File: config.mk
export PLATFORM = sky130hd
export DESIGN_NAME = gpio_irq_port
export DESIGN_NICKNAME = d
export VERILOG_FILES = /design/src/rtl/gpio_irq_pkg.sv /design/src/rtl/gpio_pad_sync.sv /design/src/rtl/gpio_trig_detect.sv /design/src/rtl/gpio_irq_status.sv /design/src/rtl/gpio_irq_port.sv
export SDC_FILE = /design/constraint.sdc
export NUM_CORES = 1
export LEC_CHECK = 0
export ABC_AREA = 1
export BUFFER_PORTS_ARGS = -buffer_cell sky130_fd_sc_hd__buf_2
export CORE_MARGIN = 8
export CORE_UTILIZATION = 30
export CTS_CLUSTER_DIAMETER = 60
export DETAILED_ROUTE_END_ITERATION = 8
export GPL_ROUTABILITY_DRIVEN = 0
export SLEW_MARGIN = 15
export SYNTH_ARGS = -nofsm -noshare
export SYNTH_HDL_FRONTEND = slang
export SYNTH_SLANG_ARGS = --single-unit
File: constraint.sdc
create_clock -name clk -period 1.9 [get_ports clk]
set_input_delay 0.285 -clock clk [delete_from_list [all_inputs] [get_ports clk]]
set_output_delay 0.285 -clock clk [all_outputs]
set_load 0.01 [all_outputs]
File: src/rtl/gpio_irq_pkg.sv
package gpio_irq_pkg;
  localparam int unsigned REG_W = 32;

  // word index = byte offset / 4
  localparam logic [2:0] IDX_DATA    = 3'd0;
  localparam logic [2:0] IDX_DIR     = 3'd1;
  localparam logic [2:0] IDX_PAD     = 3'd2;
  localparam logic [2:0] IDX_CFG_LO  = 3'd3;
  localparam logic [2:0] IDX_CFG_HI  = 3'd4;
  localparam logic [2:0] IDX_MASK    = 3'd5;
  localparam logic [2:0] IDX_FLAG    = 3'd6;
  localparam logic [2:0] IDX_ANYEDGE = 3'd7;

  typedef enum logic [1:0] {
    TRIG_LOW  = 2'b00,
    TRIG_HIGH = 2'b01,
    TRIG_RISE = 2'b10,
    TRIG_FALL = 2'b11
  } trig_e;
endpackage

File: src/rtl/gpio_pad_sync.sv
module gpio_pad_sync #(
  parameter int W      = 32,
  parameter int STAGES = 2
) (
  input  logic         clk,
  input  logic         rst_n,
  input  logic [W-1:0] d,
  output logic [W-1:0] q
);
  logic [W-1:0] chain [STAGES];

  for (genvar g = 0; g < STAGES; g++) begin : g_stage
    if (g == 0) begin : g_first
      always_ff @(posedge clk or negedge rst_n) begin
        if (!rst_n) chain[g] <= '0;
        else        chain[g] <= d;
      end
    end else begin : g_next
      always_ff @(posedge clk or negedge rst_n) begin
        if (!rst_n) chain[g] <= '0;
        else        chain[g] <= chain[g-1];
      end
    end
  end

  assign q = chain[STAGES-1];
endmodule

File: src/rtl/gpio_trig_detect.sv
module gpio_trig_detect
  import gpio_irq_pkg::*;
#(
  parameter int PINS = 32
) (
  input  logic             clk,
  input  logic             rst_n,
  input  logic [PINS-1:0]  lvl,
  input  logic [REG_W-1:0] cfg_lo,
  input  logic [REG_W-1:0] cfg_hi,
  input  logic [PINS-1:0]  any_edge,
  output logic [PINS-1:0]  hit,
  output logic [PINS-1:0]  prev_o
);
  localparam int HALF = PINS / 2;

  logic [PINS-1:0] prev;

  always_ff @(posedge clk or negedge rst_n) begin
    if (!rst_n) prev <= '0;
    else        prev <= lvl;
  end

  assign prev_o = prev;

  for (genvar n = 0; n < PINS; n++) begin : g_pin
    localparam int SLOT = n % HALF;
    trig_e mode;
    logic  rise, fall, h;

    if (n < HALF) begin : g_lo
      assign mode = trig_e'(cfg_lo[2*SLOT +: 2]);
    end else begin : g_hi
      assign mode = trig_e'(cfg_hi[2*SLOT +: 2]);
    end

    assign rise = lvl[n] & ~prev[n];
    assign fall = ~lvl[n] & prev[n];

    always_comb begin
      if (any_edge[n]) begin
        h = rise | fall;
      end else begin
        unique case (mode)
          TRIG_LOW:  h = ~lvl[n];
          TRIG_HIGH: h = lvl[n];
          TRIG_RISE: h = rise;
          TRIG_FALL: h = fall;
          default:   h = 1'b0;
        endcase
      end
    end

    assign hit[n] = h;
  end
endmodule

File: src/rtl/gpio_irq_status.sv
module gpio_irq_status #(
  parameter int PINS = 32
) (
  input  logic            clk,
  input  logic            rst_n,
  input  logic [PINS-1:0] hit,
  input  logic [PINS-1:0] clr,
  input  logic [PINS-1:0] mask,
  output logic [PINS-1:0] flags,
  output logic            irq_lo,
  output logic            irq_hi
);
  localparam int HALF = PINS / 2;

  // a detection on the same edge as a clear keeps the bit set
  always_ff @(posedge clk or negedge rst_n) begin
    if (!rst_n) flags <= '0;
    else        flags <= (flags & ~clr) | hit;
  end

  logic [PINS-1:0] req;
  assign req    = flags & mask;
  assign irq_lo = |req[HALF-1:0];
  assign irq_hi = |req[PINS-1:HALF];
endmodule

File: src/rtl/gpio_irq_port.sv
module gpio_irq_port
  import gpio_irq_pkg::*;
#(
  parameter int PINS        = 32,
  parameter int ADDR_W      = 5,
  parameter int SYNC_STAGES = 2
) (
  input  logic              clk,
  input  logic              rst_n,
  input  logic              bus_wen,
  input  logic [ADDR_W-1:0] bus_addr,
  input  logic [REG_W-1:0]  bus_wdata,
  output logic [REG_W-1:0]  bus_rdata,
  input  logic [PINS-1:0]   pad_in,
  output logic [PINS-1:0]   gpio_out,
  output logic [PINS-1:0]   gpio_oe,
  output logic              irq_lo,
  output logic              irq_hi
);
  localparam int IDX_LSB = 2;
  localparam int IDX_W   = 3;

  logic [PINS-1:0]  out_q, dir_q, mask_q, both_q;
  logic [REG_W-1:0] cfg_lo_q, cfg_hi_q;
  logic [PINS-1:0]  pad_sync, pad_prev, hit, clr, flags;

  logic [IDX_W-1:0] word_idx;
  logic             addr_ok, wr_go;

  assign word_idx = bus_addr[IDX_LSB +: IDX_W];
  assign addr_ok  = (bus_addr[IDX_LSB-1:0] == '0) &&
                    ((bus_addr >> (IDX_LSB + IDX_W)) == '0);
  assign wr_go    = bus_wen && addr_ok;

  always_ff @(posedge clk or negedge rst_n) begin
    if (!rst_n) begin
      out_q    <= '0;
      dir_q    <= '0;
      mask_q   <= '0;
      both_q   <= '0;
      cfg_lo_q <= '0;
      cfg_hi_q <= '0;
    end else if (wr_go) begin
      case (word_idx)
        IDX_DATA:    out_q    <= bus_wdata[PINS-1:0];
        IDX_DIR:     dir_q    <= bus_wdata[PINS-1:0];
        IDX_CFG_LO:  cfg_lo_q <= bus_wdata;
        IDX_CFG_HI:  cfg_hi_q <= bus_wdata;
        IDX_MASK:    mask_q   <= bus_wdata[PINS-1:0];
        IDX_ANYEDGE: both_q   <= bus_wdata[PINS-1:0];
        default:     ;
      endcase
    end
  end

  assign clr = (wr_go && word_idx == IDX_FLAG) ? bus_wdata[PINS-1:0] : '0;

  gpio_pad_sync #(.W(PINS), .STAGES(SYNC_STAGES)) u_sync (
    .clk   (clk),
    .rst_n (rst_n),
    .d     (pad_in),
    .q     (pad_sync)
  );

  gpio_trig_detect #(.PINS(PINS)) u_detect (
    .clk      (clk),
    .rst_n    (rst_n),
    .lvl      (pad_sync),
    .cfg_lo   (cfg_lo_q),
    .cfg_hi   (cfg_hi_q),
    .any_edge (both_q),
    .hit      (hit),
    .prev_o   (pad_prev)
  );

  gpio_irq_status #(.PINS(PINS)) u_status (
    .clk    (clk),
    .rst_n  (rst_n),
    .hit    (hit),
    .clr    (clr),
    .mask   (mask_q),
    .flags  (flags),
    .irq_lo (irq_lo),
    .irq_hi (irq_hi)
  );

  always_comb begin
    bus_rdata = '0;
    if (addr_ok) begin
      case (word_idx)
        IDX_DATA:    bus_rdata[PINS-1:0] = out_q;
        IDX_DIR:     bus_rdata[PINS-1:0] = dir_q;
        IDX_PAD:     bus_rdata[PINS-1:0] = pad_sync;
        IDX_CFG_LO:  bus_rdata           = cfg_lo_q;
        IDX_CFG_HI:  bus_rdata           = cfg_hi_q;
        IDX_MASK:    bus_rdata[PINS-1:0] = mask_q;
        IDX_FLAG:    bus_rdata[PINS-1:0] = flags;
        IDX_ANYEDGE: bus_rdata[PINS-1:0] = both_q;
        default:     bus_rdata           = '0;
      endcase
    end
  end

  assign gpio_out = out_q;
  assign gpio_oe  = dir_q;
endmodule

Yosys cells after proc, flatten, opt, wreduce, memory -nomap -nowiden

Index checks and enable logic that the tools add are counted.

Register bits after elaboration: 320
Input port bits: 72
Output and inout port bits: 98
Word-level logic and storage cells: 388

Equal/unequal tests: 103
Muxes and demuxes: 67
Bitwise operators: 164
Reductions and logical operators: 44

Operators with widths:

| operator                                            | count |
|---|---|
| case mux 32 bit (8 select lines)                    | 1 |
| equality test 2 bit, second input constant          | 64 |
| case mux 1 bit (4 select lines)                     | 32 |
| zero test 2 bit                                     | 33 |
| bitwise AND 1 bit                                   | 64 |
| bitwise AND 32 bit                                  | 2 |
| equality test 2 x 1 -> 1 bit, second input constant | 32 |
| 2-to-1 mux 32 bit                                   | 2 |
| NOT 1 bit                                           | 64 |
| 2-to-1 mux 1 bit                                    | 32 |
| NOT 32 bit                                          | 1 |
| OR 1 bit                                            | 32 |
| OR 32 bit                                           | 1 |
| OR reduction 16 bit                                 | 2 |
| equality test 3 bit, second input constant          | 4 |
| AND reduction 2 bit                                 | 6 |
| equality test 3 x 2 -> 1 bit, second input constant | 2 |
| equality test 3 x 1 -> 1 bit, second input constant | 1 |
| zero test 3 bit                                     | 1 |
| logical AND 1 bit                                   | 2 |

Logic depth before layout (Yosys ltp)

Gate-level depths: netlist of run 1.

Depth in word-level cells: 7
Depth in mapped cells: 8
Gate-level depth less buffers: 8

Modules after synthesis

Synthesis of run 1 repeated with hierarchy kept, for this count alone.

Cells, all modules: 2185
Area, all modules: 17136.4 um2

By module, submodules not included:

| module           | times used | cells an instance | area each (um2) | sequential area each (um2) |
|---|---|---|---|---|
| gpio_irq_port    | 1          | 1249              | 9798.1          | 4804.6 |
| gpio_trig_detect | 1          | 674               | 4067.7          | 800.8 |
| gpio_pad_sync    | 1          | 96                | 1841.8          | 1601.5 |
| gpio_irq_status  | 1          | 166               | 1428.9          | 800.8 |

Worst setup path before layout of run 1

Ideal clock, no wire load.

Kind: input -> output
Start point: input bus_addr[3]
End point: output bus_rdata[1]
Arrival: 1223 ps
Required time: 1615 ps
Setup slack: 392 ps
Stages: 8
Buffers on the path: 3
Path through: buf_4 > inv_2 > buf_6 > buf_4 > nand4_1 > nand2_1 > nor2_1 > a21oi_1

Longest elaborated chain between the ends: 3
Elaborated cells between the ends (all ways): 10
Those cells by class: 7 x eq/ne; 2 x mux; 1 x reduce/logical

Ends and longest elaborated chain:

| what                                              | RTL line            | source |
|---|---|---|
| start, declared                                   | gpio_irq_port.sv:11 | `input logic [ADDR_W-1:0] bus_addr,` |
| equality test 3 bit, or another cell as far along | gpio_irq_port.sv:90 | `case (word_idx)` |
| case mux 32 bit (8 select lines) *                | gpio_irq_port.sv:90 |  |
| 2-to-1 mux 32 bit *                               | gpio_irq_port.sv:89 | `if (addr_ok) begin` |
| end, declared                                     | gpio_irq_port.sv:13 | `output logic [REG_W-1:0] bus_rdata,` |

Every way passes the cells marked *; elsewhere a longest branch is shown, timed or not.

Final worst setup path of run 1

Start point: register u_status.flags[15]
End point: output irq_lo

Longest elaborated chain between the ends: 2

Ends and longest elaborated chain:

| what                   | RTL line              | source |
|---|---|---|
| start, declared        | gpio_irq_status.sv:9  | `output logic [PINS-1:0] flags,` |
| start signal, assigned | gpio_irq_status.sv:18 | `else flags <= (flags & ~clr) \| hit;` |
| bitwise AND 32 bit     | gpio_irq_status.sv:22 | `assign req = flags & mask;` |
| OR reduction 16 bit    | gpio_irq_status.sv:23 | `assign irq_lo = \|req[HALF-1:0];` |
| end, declared          | gpio_irq_port.sv:17   | `output logic irq_lo,` |

Every way passes these cells.

==> results of run 1 <==
## power by group
| group | total, mW | internal, mW | switching [mW] |
|---|---|---|---|
| Clock | 8.37 | 5.24 | 3.14 |
| Combinational | 3.99 | 1.65 | 2.34 |
| Sequential | 8.48 | 7.72 | 0.769 |
| Total | 20.8 | 14.6 | 6.25 |
## worst register-to-register path: stages (launching register included)
cell     delay, ns
dfrtp_2       0.40
buf_4         0.17
inv_1         0.06
ha_1          0.34
or2_2         0.31
nand3_1       0.08
## what timing repair did
action                                  CTS  global route
endpoints found under the hold margin    99             0
hold buffers                             33             0
pin swaps                                31            69
buffers inserted                         45            52
endpoints found under the setup margin   34            34
gates resized for setup                  85            89
## layer usage
layer  GRT usage (%)  vias up  part of all wire (%)
met4            5.96        0                   3.6
li1                -     6886                     -
met3            3.62      110                   7.2
met1            22.4     7068                    41
met2            29.1      583                    48
met5               0        -                     0
## cells by family after synthesis
group | synth area share [%]
AO/OA/AOI/OAI | 10.7
XOR/XNOR | 0.441
buffers and inverters | 8.52
AND/OR/NAND/NOR | 25.0
adder cells (fa/ha/maj) | 5.03
flip-flops | 50.3
## cells in the mapped netlist
master	number	area, um2
xnor2_1	8	70.1
nand3_2	1	10.0
dfrtp_1	320	8010
inv_4	1	6.26
nand3_4	2	35.0
nor2_4	2	22.5
or2_2	32	200
o21ai_0	171	856
inv_1	199	747
buf_1	3	11.3
nor2_8	2	40.0
clkbuf_2	3	15.0
nand4_1	186	1160
nand4_4	2	42.5
o21ai_1	125	626
clkbuf_1	20	75.1
buf_2	60	300
a21oi_1	44	220
buf_6	7	78.8
buf_4	14	105
inv_2	2	7.51
nor2_1	98	368
ha_1	64	801
nand3_1	130	651
nand2_1	371	1390
inv_6	1	8.76
nand2_4	3	33.8
nand2_2	2	12.5
## how the worst max path moves through the flow
stage	slack [ns]	startpoint	to	cells after the start
5_1_grt	-0.25	u_status.flags[18]	irq_hi	5
3_5_place_dp	-0.01	bus_addr[2]	bus_rdata[22]	10
6_report	-0.18	u_status.flags[15]	irq_lo	5
2_1_floorplan	0.39	bus_addr[3]	bus_rdata[1]	8
3_3_place_gp	-0.03	bus_addr[2]	bus_rdata[22]	8
4_1_cts	-0.26	u_status.flags[16]	irq_hi	5
## registers in the layout, indices dropped and copies added, names as in the netlist
| register | cells |
|---|---|
| u_sync.q | 32 |
| cfg_hi_q | 32 |
| mask_q | 32 |
| u_detect.prev_o | 32 |
| cfg_lo_q | 32 |
| gpio_out | 32 |
| u_sync.chain | 32 |
| u_status.flags | 32 |
| both_q | 32 |
| gpio_oe | 32 |
## layout make-up
cell class | instances | area [um2] | share of cell area (%)
tap | 688 | 861 | 4.15
multi-input combinational | 1243 | 6860 | 33.0
antenna | 2 | 5.00 | 0.0241
timing repair buffer | 355 | 2730 | 13.2
clock buffer | 53 | 1180 | 5.71
clock inverter | 20 | 279 | 1.35
sequential | 320 | 8060 | 38.9
inverter | 203 | 769 | 3.71
## through the flow
| step | setup WS [ns] | setup TNS [ns] |
|---|---|---|
| after floorplan | 0.392 | 0 |
| after global placement | -0.0337 | -0.0337 |
| after detailed placement | -0.0136 | -0.0136 |
| after CTS | -0.261 | -0.513 |
| after global routing | -0.254 | -0.945 |
| final | -0.183 | -0.364 |
## layout by cell type (no fill, tap or decap), drive strengths merged, types with 33 or more instances in the layout
cell,n
nand4,188
clkbuf,53
dfrtp,320
o21ai,296
nand2,376
a21oi,44
buf,322
dlygate4sd3,33
nand3,133
ha,64
nor2,102
inv,208
==> results.json, run 1 <==
{
  "maxSlewViolCount": 0,
  "cts_made_buffers": 41,
  "synth_nets": 2009,
  "hold_violations": 0,
  "dp_hpwl_mm": 37.7,
  "violations": "negative setup slack",
  "portBuffers": 169,
  "max_clock_freq_mhz": 480,
  "min_from": "bus_wdata[29]",
  "core-area_mm2": 0.0524,
  "clk_pin_slew_ns": 0.06,
  "syn_avg_cell_area_um2": 8.49,
  "drt-total-wl_mm": 54.2,
  "layout_min_cycle_time_ns": 2.08,
  "tightest_slew_ns": 0.504,
  "synth_cell_types": 28,
  "area_growth_pct": 30.4,
  "rrSetupSlack_ns": 0.48,
  "floorplan.initialDensity_pct": 30.3,
  "crit_buf_inv": 1,
  "placementRows": 84,
  "crit_family": "simple AND/OR/NAND/NOR gates",
  "hold-path-cell-count": 3,
  "drc": 0,
  "grt_max_degree": 64,
  "overflow": 0,
  "critPathSlowestCell": "dfrtp_1",
  "path_cells": "nand2_1, nand4_1, nor2_2, nand3_2, buf_6",
  "cts.sinks": 320,
  "grt_usage_pct": 17.5,
  "maxCapViolCount": 0,
  "outcome": "complete, but fails checks",
  "reg2reg_from": "u_sync.q[14]",
  "viasPerCell": 5.08,
  "die_width_um": 246,
  "cts_buffer_depth": 3,
  "finalInstanceArea_mm2": 0.0207,
  "dieArea_mm2": 0.0606,
  "crit_type": "reg2out",
  "setup_slack_ns": -0.183,
  "finalClockSkew_ns": 0.0210,
  "required_ns": 1.62,
  "yosys_warnings": 0,
  "postPlaceCellArea_mm2": 0.0178,
  "max_stage_delay_ns": 0.41,
  "clock_latency_ns": 0.57,
  "cp_data_arrival_time_ns": 1.80,
  "power_density_mw_per_mm2": 1000,
  "syn_inst": 1873,
  "worstPathMaxFanout": 2,
  "fill_cells": 5165,
  "period_share_pct": 110,
  "ys_seq_area_share_pct": 50.3,
  "critPathLaunchType": "register",
  "holdPathEnd": "gpio_oe[29]",
  "rsz0062_at_grt": "true",
  "slew_headroom_pct": 66.4,
  "fin_util_pct": 39.6,
  "hold_path.class": "in2reg",
  "tritoncts": "done",
  "final_nets": 2300,
  "num_vias": 14600,
  "ant_nets": 0,
  "drt_iter0_drc": 1322,
  "ir_worst_vdd_uv": 569,
  "antenna_found_initial": 1,
  "netlist_area_mm2": 0.0159,
  "reg2reg_to": "u_status.flags[14]",
  "dpl.cell_count": 2685,
  "ys_ff_latch": 320,
  "grt_pass1_wl_mm": 83.8,
  "htree_levels": 2,
  "layout-drive-gt1-share_pct": 26.5,
  "end_kind": "output port",
  "num_io_pins": 170,
  "die_height_um": 246,
  "wire_per_inst_um": 18.8,
  "fin_total_pwr_mw": 20.8,
  "power_leakage_nw": 10.0,
  "setup_viol": 2,
  "first_global_vias": 14300,
  "cts-root-buf": "clkbuf_16",
  "first_pass_iters": 5,
  "reg2reg_depth": 5,
  "stdcell_count": 2884,
  "timing.hold.ws_ns": 0.0877
}
Note: power is estimated with default switching activity, not from simulation.
==> run 2, diff against run 1 <==
Settings changed: RECOVER_POWER set to 100, SKIP_LAST_GASP set to 1.
==> run 2 against run 1 <==
The flow still finishes with violations (negative setup slack). Clock power about the same. Via count increased by 0.93%. Critical path depth increased by 2. Total power decreased by 0.82%. Sequential power about the same. Utilization decreased by 0.74 points. Sequential share of layout area increased by 0.66 points. Cell count about the same. First-iteration DRC count decreased by 8.5%. Critical endpoint is now bus_rdata[10]. Largest power group unchanged.
==> results.json, run 2 (synthesized netlist as in run 1, its figures left out) <==
{
  "rrSetupSlack_ns": 0.28,
  "dp_hpwl_mm": 37.7,
  "wire_per_inst_um": 18.8,
  "grt_max_degree": 64,
  "placementRows": 84,
  "first_pass_iters": 5,
  "area_growth_pct": 28.0,
  "violations": "negative setup slack",
  "max_clock_freq_mhz": 477,
  "required_ns": 1.62,
  "rsz0062_at_grt": "true",
  "critPathLaunchType": "input port",
  "postPlaceCellArea_mm2": 0.0178,
  "num_io_pins": 170,
  "holdPathEnd": "mask_q[0]",
  "num_vias": 14800,
  "reg2reg_from": "u_sync.q[14]",
  "grt_pass1_wl_mm": 83.8,
  "maxSlewViolCount": 0,
  "drt_iter0_drc": 1209,
  "final_nets": 2300,
  "core-area_mm2": 0.0524,
  "first_global_vias": 14300,
  "cp_data_arrival_time_ns": 1.81,
  "finalClockSkew_ns": 0.0216,
  "fin_util_pct": 38.8,
  "hold-path-cell-count": 3,
  "overflow": 0,
  "final_common_cell": "nand2_1",
  "drt-total-wl_mm": 54.3,
  "final_cell_mix": "nand2_1, dfrtp_1, o21ai_0",
  "period_share_pct": 110,
  "timing.hold.ws_ns": 0.0865,
  "tritoncts": "done",
  "reg2reg_depth": 5,
  "power_leakage_nw": 9.66,
  "slew_headroom_pct": 21.3,
  "cts.sinks": 320,
  "end_kind": "output port",
  "ant_nets": 0,
  "cts_buffer_depth": 3,
  "finalInstanceArea_mm2": 0.0204,
  "hold_path.class": "in2reg",
  "outcome": "complete, but fails checks",
  "layout-drive-gt1-share_pct": 21.8,
  "cts_made_buffers": 41,
  "portBuffers": 169,
  "drc": 0,
  "reg2reg_to": "u_status.flags[14]",
  "ir_worst_vdd_uv": 564,
  "viasPerCell": 5.13,
  "floorplan.initialDensity_pct": 30.3,
  "layout_min_cycle_time_ns": 2.09,
  "min_from": "bus_wdata[0]",
  "tightest_slew_ns": 1.18,
  "dieArea_mm2": 0.0606,
  "clk_pin_slew_ns": 0.06,
  "cts-root-buf": "clkbuf_16",
  "antenna_found_initial": 1,
  "clock_latency_ns": 0.57,
  "setup_viol": 19,
  "die_width_um": 246,
  "grt_usage_pct": 17.5,
  "htree_levels": 2,
  "hold_violations": 0,
  "crit_type": "in2out",
  "maxCapViolCount": 0,
  "worstPathMaxFanout": 34,
  "setup_slack_ns": -0.195,
  "fin_setup_tns_ns": -1.26,
  "die_height_um": 246,
  "power_density_mw_per_mm2": 1020
}
-- run 2: power breakdown --
part,internal (mW),switching [mW],leakage (nW)
Sequential,7.71,0.773,3.86
Combinational,1.51,2.31,5.08
Clock,5.23,3.13,0.728
Total,14.5,6.21,9.66
-- run 2: final cells by class --
| cell class | instances | area, um2 |
|---|---|---|
| clock inverters | 20 | 279 |
| diodes | 1 | 2.50 |
| repair buffers | 355 | 2410 |
| well taps | 688 | 861 |
| inverters | 203 | 769 |
| clock buffers | 53 | 1180 |
| flip-flops and latches | 320 | 8050 |
| multi-input cells | 1243 | 6800 |
| fillers | 5246 | 32100 |
-- run 2: per-stage QoR --
step           total power, mW  std cells  worst slack, ns
6_report                  20.7       2883           -0.195
4_1_cts                   20.8       2833           -0.261
3_3_place_gp              11.8       2685          -0.0337
5_1_grt                   21.8       2882           -0.254
2_1_floorplan             10.4       1873            0.392
3_5_place_dp              12.0       2685          -0.0136
-- run 2: per-layer routing --
layer,GRT usage [%],part of all wire (%),vias to the layer above
met3,3.62,7.7,123
li1,-,-,6880
met5,0,0,-
met2,29.1,48,650
met1,22.4,41,7130
met4,5.96,3.7,0
-- run 2: worst max path at each step --
stage / endpoint / depth (start not counted) / start
2_1_floorplan: bus_rdata[1] / 8 / bus_addr[3]
3_3_place_gp: bus_rdata[22] / 8 / bus_addr[2]
3_5_place_dp: bus_rdata[22] / 10 / bus_addr[2]
4_1_cts: irq_hi / 5 / u_status.flags[16]
5_1_grt: irq_hi / 5 / u_status.flags[18]
6_report: bus_rdata[10] / 7 / bus_addr[3]
-- run 2: repair_timing --
item	in CTS	in global routing
hold buffers	33	0
gates cloned	0	0
hold endpoints to repair	99	0
pin swaps	31	67
setup endpoints to repair	34	34
setup buffers	45	52
resized for setup	85	84
-- run 2: critical path, cell delays in order --
cell and delay (ns):
clkbuf_2 0.22, clkbuf_4 0.47, nand3_2 0.22, nor2_1 0.16, nor2_2 0.07, a21oi_2 0.21
buf_2 0.17
==> run 3, diff against run 2 <==
Settings changed: CORE_UTILIZATION 30 to 40.
==> run 3 against run 2 <==
Utilization grew 11 points. Non-clock buffer count shrank 36. Critical endpoint is now irq_hi. The run still ends with negative setup slack left. Sequential share of layout area grew 1.6 points. Largest cell class unchanged.
==> results.json, run 3 (synthesized netlist as in run 1, its figures left out) <==
{
  "outcome": "complete, but fails checks",
  "violations": "negative setup slack",
  "placementRows": 73,
  "drt_iter0_drc": 1390,
  "rsz0062_at_grt": "true",
  "crit_type": "reg2out",
  "critPathSlowestCell": "dfrtp_1",
  "maxSlewViolCount": 0,
  "die_width_um": 215,
  "antenna_found_initial": 0,
  "required_ns": 1.62,
  "max_clock_freq_mhz": 495,
  "final_common_cell": "nand2_1",
  "setup_viol": 5,
  "grt_max_degree": 69,
  "grt_pass1_wl_mm": 80.7,
  "hold_path.class": "in2reg",
  "cts-root-buf": "clkbuf_16",
  "area_growth_pct": 22.7,
  "cp_data_arrival_time_ns": 1.74,
  "portBuffers": 169,
  "drc": 0,
  "floorplan.initialDensity_pct": 40.3,
  "finalClockSkew_ns": 0.0213,
  "maxCapViolCount": 0,
  "dpl.cell_count": 2524,
  "critPathLaunchType": "register",
  "grt_usage_pct": 21.7,
  "cts_buffer_depth": 3,
  "slew_headroom_pct": 21.9,
  "setup_slack_ns": -0.122,
  "worstPathMaxFanout": 2,
  "clock_latency_ns": 0.53,
  "hold_violations": 0,
  "dp_slack_ns": 0.0368,
  "drt-total-wl_mm": 51.3,
  "path_cells": "nand2_1, nand4_1, nor2_4, nand3_2, buf_6",
  "num_io_pins": 170,
  "tritoncts": "done",
  "layout_min_cycle_time_ns": 2.02,
  "cts.sinks": 320,
  "dp_hpwl_mm": 35.9,
  "final_nets": 2260,
  "cts_made_buffers": 37,
  "core-area_mm2": 0.0395,
  "max_stage_delay_ns": 0.41,
  "overflow": 0,
  "antenna_cells": 0,
  "seq_area_mm2": 0.00804,
  "power_density_mw_per_mm2": 986,
  "num_vias": 14400,
  "multi_input_area_mm2": 0.00665,
  "clk_pin_slew_ns": 0.06,
  "stdcell_count": 2677,
  "dieArea_mm2": 0.0464,
  "first_global_vias": 14300,
  "viasPerCell": 5.37,
  "final_cell_mix": "nand2_1, dfrtp_1, o21ai_0",
  "layout-drive-gt1-share_pct": 18.8,
  "wire_per_inst_um": 19.2,
  "htree_levels": 2,
  "first_pass_iters": 6,
  "power_leakage_nw": 9.37,
  "period_share_pct": 106,
  "tightest_slew_ns": 1.17,
  "end_kind": "output port",
  "ant_nets": 0,
  "fill_cells": 3872,
  "die_height_um": 215,
  "ir_worst_vdd_uv": 629
}
-- run 3: cell count changes in the layout (fill, tap and decap cells not counted), moves of 11 or more --
cell,before,now
o21ai_0,243,224
nor2_2,39,24
nor2_1,55,73
buf_4,95,73
a21oi_2,25,14
o21ai_1,47,63
a21oi_1,17,30
clkbuf_1,83,72
-- run 3: worst max-delay path, delay by kind of cell, from the launching register on --
kind / cells / cell delay (ns)
buffers and inverters: 1 / 0.14
flip-flops: 1 / 0.41
AND/OR/NAND/NOR: 4 / 0.65
-- run 3: path summary, 6_finish.rpt --
kind | slack [ns] | startpoint | to | depth (start not counted)
setup / recovery | -0.12 | u_status.flags[17] | irq_hi | 5
hold / removal | 0.11 | bus_wdata[0] | gpio_oe[0] | 3
setup reg to reg | 0.46 | u_sync.q[13] | u_status.flags[13] | 6
hold reg to reg | 0.35 | u_sync.chain[61] | u_sync.q[29] | 0
max in group asynchronous | 0.12 | rst_n | u_sync.q[22] | 3
min in group asynchronous | 0.53 | rst_n | u_detect.prev_o[2] | 2
-- run 3: timing repair --
action | CTS | global route
hold buffers | 33 | 0
gates resized for setup | 56 | 63
pin swaps | 15 | 18
endpoints found under the hold margin | 88 | 0
endpoints found under the setup margin | 28 | 32
setup buffers | 26 | 30
-- run 3: cell type report --
class                           instances  area share (%)
Multi-Input combinational cell       1243            34.1
Clock inverter                         15           0.750
Timing Repair Buffer                  319            11.1
Sequential cell                       320            41.2
Tap cell                              525            3.36
Inverter                              203            3.94
Clock buffer                           52            5.60
-- run 3: stage by stage --
stage / setup TNS (ns) / hold WS, ns / cell area (um2) / utilization (%) / total power [mW]
floorplan: 0 / -0.0106 / 15900 / - / 10.4
global placement: 0 / 0.208 / 17600 / 44.7 / 11.8
detailed placement: 0 / 0.212 / 17600 / 44.7 / 11.9
CTS: -0.238 / 0.103 / 19500 / 49.5 / 19.4
global route: -12.50 / 0.129 / 19500 / 49.5 / 20.3
finish: -0.322 / 0.113 / 19500 / 49.5 / 19.2
-- run 3: layer usage --
metal  up-vias  global-route usage, %  part of all wire [%]
li1       6778                      -                     -
met1      6934                   28.3                    42
met2       559                   35.5                    47
met3       102                   4.13                   7.1
met4         0                   7.76                   3.2
met5         -                      0                     0
-- run 3: where the power goes --
group | switching, mW | total, mW | internal [mW]
combinational | 2.16 | 3.54 | 1.39
sequential | 0.829 | 8.54 | 7.71
clock | 2.86 | 7.16 | 4.30
total | 5.85 | 19.2 | 13.4
